===== src/rtl/sft_pkg.sv =====
package sft_pkg;
  typedef enum logic {
    ST_IDLE = 1'b0,
    ST_SEND = 1'b1
  } sft_state_e;

  // start + stop bits around the data field
  localparam int unsigned FRAME_OVERHEAD = 2;
endpackage


===== src/rtl/sft_bit_timer.sv =====
module sft_bit_timer #(
  parameter int unsigned BIT_CYCLES = 3255
) (
  input  logic clk_i,
  input  logic rst_ni,
  input  logic run_i,
  input  logic restart_i,
  output logic bit_end_o
);
  localparam int unsigned CW = (BIT_CYCLES > 1) ? $clog2(BIT_CYCLES) : 1;
  localparam logic [CW-1:0] LAST = CW'(BIT_CYCLES - 1);

  logic [CW-1:0] cnt_q;

  always_ff @(posedge clk_i or negedge rst_ni) begin
    if (!rst_ni)        cnt_q <= '0;
    else if (restart_i) cnt_q <= '0;
    else if (run_i)     cnt_q <= (cnt_q == LAST) ? '0 : cnt_q + CW'(1);
  end

  assign bit_end_o = run_i && (cnt_q == LAST);
endmodule


===== src/rtl/sft_frame_shifter.sv =====
module sft_frame_shifter #(
  parameter int unsigned DATA_W = 8
) (
  input  logic              clk_i,
  input  logic              rst_ni,
  input  logic              load_i,
  input  logic              lsb_first_i,
  input  logic [DATA_W-1:0] data_i,
  input  logic              shift_i,
  output logic              line_o
);
  localparam int unsigned FW = DATA_W + sft_pkg::FRAME_OVERHEAD;

  logic [DATA_W-1:0] ordered;
  logic [FW-1:0]     sh_q;

  // ordered[0] goes out first
  for (genvar i = 0; i < DATA_W; i++) begin : g_order
    assign ordered[i] = lsb_first_i ? data_i[i] : data_i[DATA_W-1-i];
  end

  always_ff @(posedge clk_i or negedge rst_ni) begin
    if (!rst_ni)      sh_q <= '1;
    else if (load_i)  sh_q <= {1'b1, ordered, 1'b0};
    else if (shift_i) sh_q <= {1'b1, sh_q[FW-1:1]};
  end

  assign line_o = sh_q[0];
endmodule


===== src/rtl/sft_ctrl.sv =====
module sft_ctrl #(
  parameter int unsigned FRAME_BITS = 10
) (
  input  logic clk_i,
  input  logic rst_ni,
  input  logic valid_i,
  input  logic bit_end_i,
  output logic ready_o,
  output logic busy_o,
  output logic load_o
);
  import sft_pkg::*;

  localparam int unsigned IW = $clog2(FRAME_BITS);
  localparam logic [IW-1:0] LAST_IDX = IW'(FRAME_BITS - 1);

  sft_state_e    state_q;
  logic [IW-1:0] idx_q;

  assign ready_o = (state_q == ST_IDLE);
  assign busy_o  = (state_q == ST_SEND);
  assign load_o  = valid_i && ready_o;

  always_ff @(posedge clk_i or negedge rst_ni) begin
    if (!rst_ni) begin
      state_q <= ST_IDLE;
      idx_q   <= '0;
    end else begin
      unique case (state_q)
        ST_IDLE: if (load_o) begin
          state_q <= ST_SEND;
          idx_q   <= '0;
        end
        ST_SEND: if (bit_end_i) begin
          if (idx_q == LAST_IDX) state_q <= ST_IDLE;
          else                   idx_q   <= idx_q + IW'(1);
        end
        default: state_q <= ST_IDLE;
      endcase
    end
  end
endmodule


===== src/rtl/serial_frame_tx.sv =====
module serial_frame_tx #(
  parameter int unsigned CLK_HZ = 125_000_000,
  parameter int unsigned BAUD   = 38_400,
  parameter int unsigned DATA_W = 8
) (
  input  logic              clk_i,
  input  logic              rst_ni,
  input  logic [DATA_W-1:0] data_i,
  input  logic              lsb_first_i,
  input  logic              valid_i,
  output logic              ready_o,
  output logic              tx_o,
  output logic              busy_o
);
  localparam int unsigned BIT_CYCLES = (CLK_HZ / BAUD > 0) ? CLK_HZ / BAUD : 1;
  localparam int unsigned FRAME_BITS = DATA_W + sft_pkg::FRAME_OVERHEAD;

  logic load;
  logic bit_end;

  sft_ctrl #(.FRAME_BITS(FRAME_BITS)) u_ctrl (
    .clk_i     (clk_i),
    .rst_ni    (rst_ni),
    .valid_i   (valid_i),
    .bit_end_i (bit_end),
    .ready_o   (ready_o),
    .busy_o    (busy_o),
    .load_o    (load)
  );

  sft_bit_timer #(.BIT_CYCLES(BIT_CYCLES)) u_timer (
    .clk_i     (clk_i),
    .rst_ni    (rst_ni),
    .run_i     (busy_o),
    .restart_i (load),
    .bit_end_o (bit_end)
  );

  sft_frame_shifter #(.DATA_W(DATA_W)) u_shift (
    .clk_i       (clk_i),
    .rst_ni      (rst_ni),
    .load_i      (load),
    .lsb_first_i (lsb_first_i),
    .data_i      (data_i),
    .shift_i     (bit_end),
    .line_o      (tx_o)
  );
endmodule


===== config.mk =====
export PLATFORM = sky130hd
export DESIGN_NAME = serial_frame_tx
export DESIGN_NICKNAME = d
export VERILOG_FILES = /design/src/rtl/sft_pkg.sv /design/src/rtl/sft_bit_timer.sv /design/src/rtl/sft_frame_shifter.sv /design/src/rtl/sft_ctrl.sv /design/src/rtl/serial_frame_tx.sv
export SDC_FILE = /design/constraint.sdc
export NUM_CORES = 1
export LEC_CHECK = 0
export BUFFER_PORTS_ARGS = -buffer_cell sky130_fd_sc_hd__buf_2
export CORE_AREA = 3 3 65 67
export DETAILED_ROUTE_END_ITERATION = 10
export DIE_AREA = 0 0 68 70
export PLACE_DENSITY_LB_ADDON = 0.12
export SLEW_MARGIN = 20
export SYNTH_ARGS = -nofsm -noshare
export SYNTH_HDL_FRONTEND = slang
export SYNTH_SLANG_ARGS = --single-unit

===== constraint.sdc =====
create_clock -name clk_i -period 4.2 [get_ports clk_i]
set_input_delay 0.42 -clock clk_i [delete_from_list [all_inputs] [get_ports clk_i]]
set_output_delay 0.42 -clock clk_i [all_outputs]
set_load 0.02 [all_outputs]

==> parameters.txt <==
Parameter                              Value

Outcome
  Outcome ... complete, no violations

Clock network
  Count of hold buffers inserted by post-cts repair ... 0
  TritonCTS Buffers ... 3
  Deepest level of the CTS H-tree ... 1
  Clock input transition at the sequential cells of the worst setup and hold paths ... 90 ps
  Maximum count of clock buffers along a single path ... 2
  Total of cells resized after clock tree synthesis ... 0
  Clock root buffer master ... sky130_fd_sc_hd__clkbuf_8
  Setup fix buffers added after clock tree synthesis ... 0
  # clock sinks ... 26
  Clk Latency, worst-skew pair ... 260 ps
  TritonCTS clock tree ... built

Synth
  Biggest area contributors in the synthesized netlist ... sky130_fd_sc_hd__dfrtp_1 (29%), sky130_fd_sc_hd__dfstp_2 (16%), sky130_fd_sc_hd__mux2i_1 (6.8%), sky130_fd_sc_hd__o21ai_0 (5.1%), sky130_fd_sc_hd__nand2_1 (4.3%)
  Synth cell count leaders ... sky130_fd_sc_hd__dfrtp_1 (17), sky130_fd_sc_hd__nand2_1 (17), sky130_fd_sc_hd__o21ai_0 (15)
  Post-synthesis sequential element count ... 26
  Area leader, netlist ... sky130_fd_sc_hd__dfrtp_1
  Syn_area_per_cell ... 9.39 um2
  Cell count after synthesis ... 157
  Register area share after synthesis ... 0.449
  Netlist area before placement ... 1470 um2
  Most used flip-flop cell after synthesis ... sky130_fd_sc_hd__dfrtp_1
  Number of enable flip-flop cells after synthesis ... 0
  Synth warn ... 0
  Post-synthesis net count ... 173
  Async SR Flop Fraction ... 1.00
  Count of unique library cells instantiated by Yosys ... 39
  Fraction of post-synthesis cell area in the top cell type by area ... 0.289

Drt
  WL final ... 3060 um
  Number of detailed-routing iterations run before antenna repair ... 5
  Average wire per cell in the routed design ... 14.1 um
  ANT nets after route ... 0
  Drt initial violations ... 21
  Vias after detailed routing ... 1193
  Average via count per standard cell ... 5.50
  DRC viols ... 0

Cells and area
  Post-layout nets ... 186
  Final core area utilization ... 0.441
  Layout area overhead ... 10.3%
  Final cell count without fillers ... 217
  Share of cells above drive strength 1 ... 0.207
  Antenna cell count ... 0

Placed design
  Routability congestion estimate ... 0.834
  Post-detailed-placement half-perimeter wirelength ... 2260 um
  Pre-CTS setup slack ... 2110 ps
  Number of cells in the design after placement ... 213
  Number of buffers added on ports ... 14

GRT
  Antenna violations before repair ... 0
  Number of global-route vias before repair ... 1129
  Total congestion overflow after global routing ... 0
  Overall Global Routing Usage ... 0.143
  Global-route wire length before repair ... 5380 um
  Largest net degree at the start of global routing ... 27

Floorplan
  Starting density of the core ... 0.400
  Standard-cell row count ... 22
  I/O pin count ... 15
  Die boundary height ... 70 um
  Area of the placeable core ... 3690 um2
  Width of the chip ... 68 um
  Die outline area ... 4760 um2

Critical path
  CP startpoint kind ... flop
  Required time at the endpoint of the critical path ... 4360 ps
  Worst reg2reg setup slack ... 2110 ps
  Critical path data arrival time ... 2250 ps
  Classification of the worst setup path ... reg2reg
  Worst path slowest cell ... sky130_fd_sc_hd__dfrtp_1
  Crit path cell chain ... inv_1 > ha_1 > and4b_1 > a41oi_2 > nor2_1 > mux2_2
  Maximum single-stage delay on the critical path ... 420 ps
  CP Max Fanout ... 18
  CP endpoint kind ... flop

Timing
  Part of the cycle the worst path needs ... 0.498
  Final critical path time including I/O delays and setup ... 2090 ps
  Least-Margin Pin Slew ... 695 ps
  Clock Skew ... 2.59 ps
  Slack of the critical path ... 2110 ps
  Final count of hold timing violations ... 0
  Setup violations, final ... 0
  Unrepaired setup endpoints after global routing ... false
  Achievable frequency ... 478 MHz
  Remaining max-slew budget at the tightest pin ... 0.537
  Slew Limit Fails ... 0
  Hold slack final ... 137 ps
  Setup Total Neg Slack ... 0 ps

Power
  Standby leakage power ... 0.725 nW
  Worst voltage drop across the vdd grid ... 0.000153 V
  Total power density per cell area ... 409 nW/um2

Hold path
  Worst min path class ... in2async

Flow run
  Max cap viols ... 0
-- path summary, 6_finish.rpt --
check                                 start         endpoint  cells after the start
min in group clk_i          u_shift.sh_q[4]  u_shift.sh_q[4]                      2
setup reg to reg           u_timer.cnt_q[0]  u_ctrl.idx_q[0]                      6
hold reg to reg             u_shift.sh_q[4]  u_shift.sh_q[4]                      2
hold / removal                       rst_ni  u_ctrl.idx_q[3]                      1
setup / recovery           u_timer.cnt_q[0]  u_ctrl.idx_q[0]                      6
max in group asynchronous            rst_ni  u_shift.sh_q[5]                      1
-- worst max-delay path, delay by kind of cell, from the launching register on --
kind                       cells  cell delay, ps
AOI/OAI and AO/OA              1             400
adders and majority gates      1             130
DFF                            1             420
buffers and inverters          1              70
muxes                          1             360
and+or+nand+nor                2             610
-- cells by family after synthesis --
kind of cell,count (synthesis),share of synthesized area
compound gates,42,0.183
fa+ha+maj,4,0.0340
buf+inv,13,0.0407
flops,26,0.449
mux,11,0.0756
simple gates,61,0.217
-- metrics by stage --
stage | instance area, um2 | power [W]
final | 1630 | 0.000664
after global placement | 1570 | 0.000498
after CTS | 1630 | 0.000671
after detailed placement | 1570 | 0.000509
after global routing | 1630 | 0.000714
after floorplan | 1470 | 0.000460
-- final cells by class --
cell class | count | area [um2]
Clock buffer | 4 | 55.1
Fill cell | 375 | 2060
Inverter | 7 | 26.3
Multi-Input combinational cell | 118 | 752
Sequential cell | 26 | 662
Tap cell | 48 | 60.1
Timing Repair Buffer | 14 | 70.1
-- sequential cells by signal, summed over array words and instances, names as in the netlist --
| register | count |
|---|---|
| u_shift.sh_q | 9 |
| u_ctrl.busy_o | 1 |
| u_ctrl.idx_q | 4 |
| u_timer.cnt_q | 12 |
-- report_power, final --
group          switching, W  internal [W]
registers         0.0000659      0.000309
clock network     0.0000756     0.0000837
logic             0.0000659     0.0000639
total              0.000207      0.000457
-- cell usage in the layout (no fill, tap or decap) --
master	instances
sky130_fd_sc_hd__clkinv_1	1
sky130_fd_sc_hd__clkbuf_8	4
sky130_fd_sc_hd__a31oi_1	1
sky130_fd_sc_hd__nor2b_1	2
sky130_fd_sc_hd__and4_2	1
sky130_fd_sc_hd__o311ai_0	1
sky130_fd_sc_hd__nor3b_2	1
sky130_fd_sc_hd__a21oi_1	11
sky130_fd_sc_hd__and3_2	1
sky130_fd_sc_hd__dfrtp_1	17
sky130_fd_sc_hd__and3_1	4
sky130_fd_sc_hd__dfstp_2	9
sky130_fd_sc_hd__nand2b_1	2
sky130_fd_sc_hd__and4b_1	2
sky130_fd_sc_hd__nand3_1	8
sky130_fd_sc_hd__o41ai_1	1
sky130_fd_sc_hd__ha_1	4
sky130_fd_sc_hd__a22oi_1	1
sky130_fd_sc_hd__nor2_1	13
sky130_fd_sc_hd__o211ai_1	3
sky130_fd_sc_hd__a22o_1	1
sky130_fd_sc_hd__nand4_1	3
sky130_fd_sc_hd__or4_1	3
sky130_fd_sc_hd__or3_2	1
sky130_fd_sc_hd__o21ai_0	15
sky130_fd_sc_hd__a31o_4	1
sky130_fd_sc_hd__mux2_2	1
sky130_fd_sc_hd__nor3b_1	1
sky130_fd_sc_hd__buf_2	14
sky130_fd_sc_hd__o22ai_1	1
sky130_fd_sc_hd__a41oi_2	1
sky130_fd_sc_hd__or2_2	1
sky130_fd_sc_hd__o31ai_1	1
sky130_fd_sc_hd__inv_1	6
sky130_fd_sc_hd__nand2_1	17
sky130_fd_sc_hd__mux2i_1	10
sky130_fd_sc_hd__a21o_1	4
sky130_fd_sc_hd__nor3_1	1
-- per-layer routing --
metal,vias up,track usage,wire [um]
met5,-,0,0
met4,0,0.0486,36
met3,4,0.0177,104
met2,20,0.212,1390
met1,574,0.211,1520
li1,595,-,-
Power figures use the tool's default switching activity.
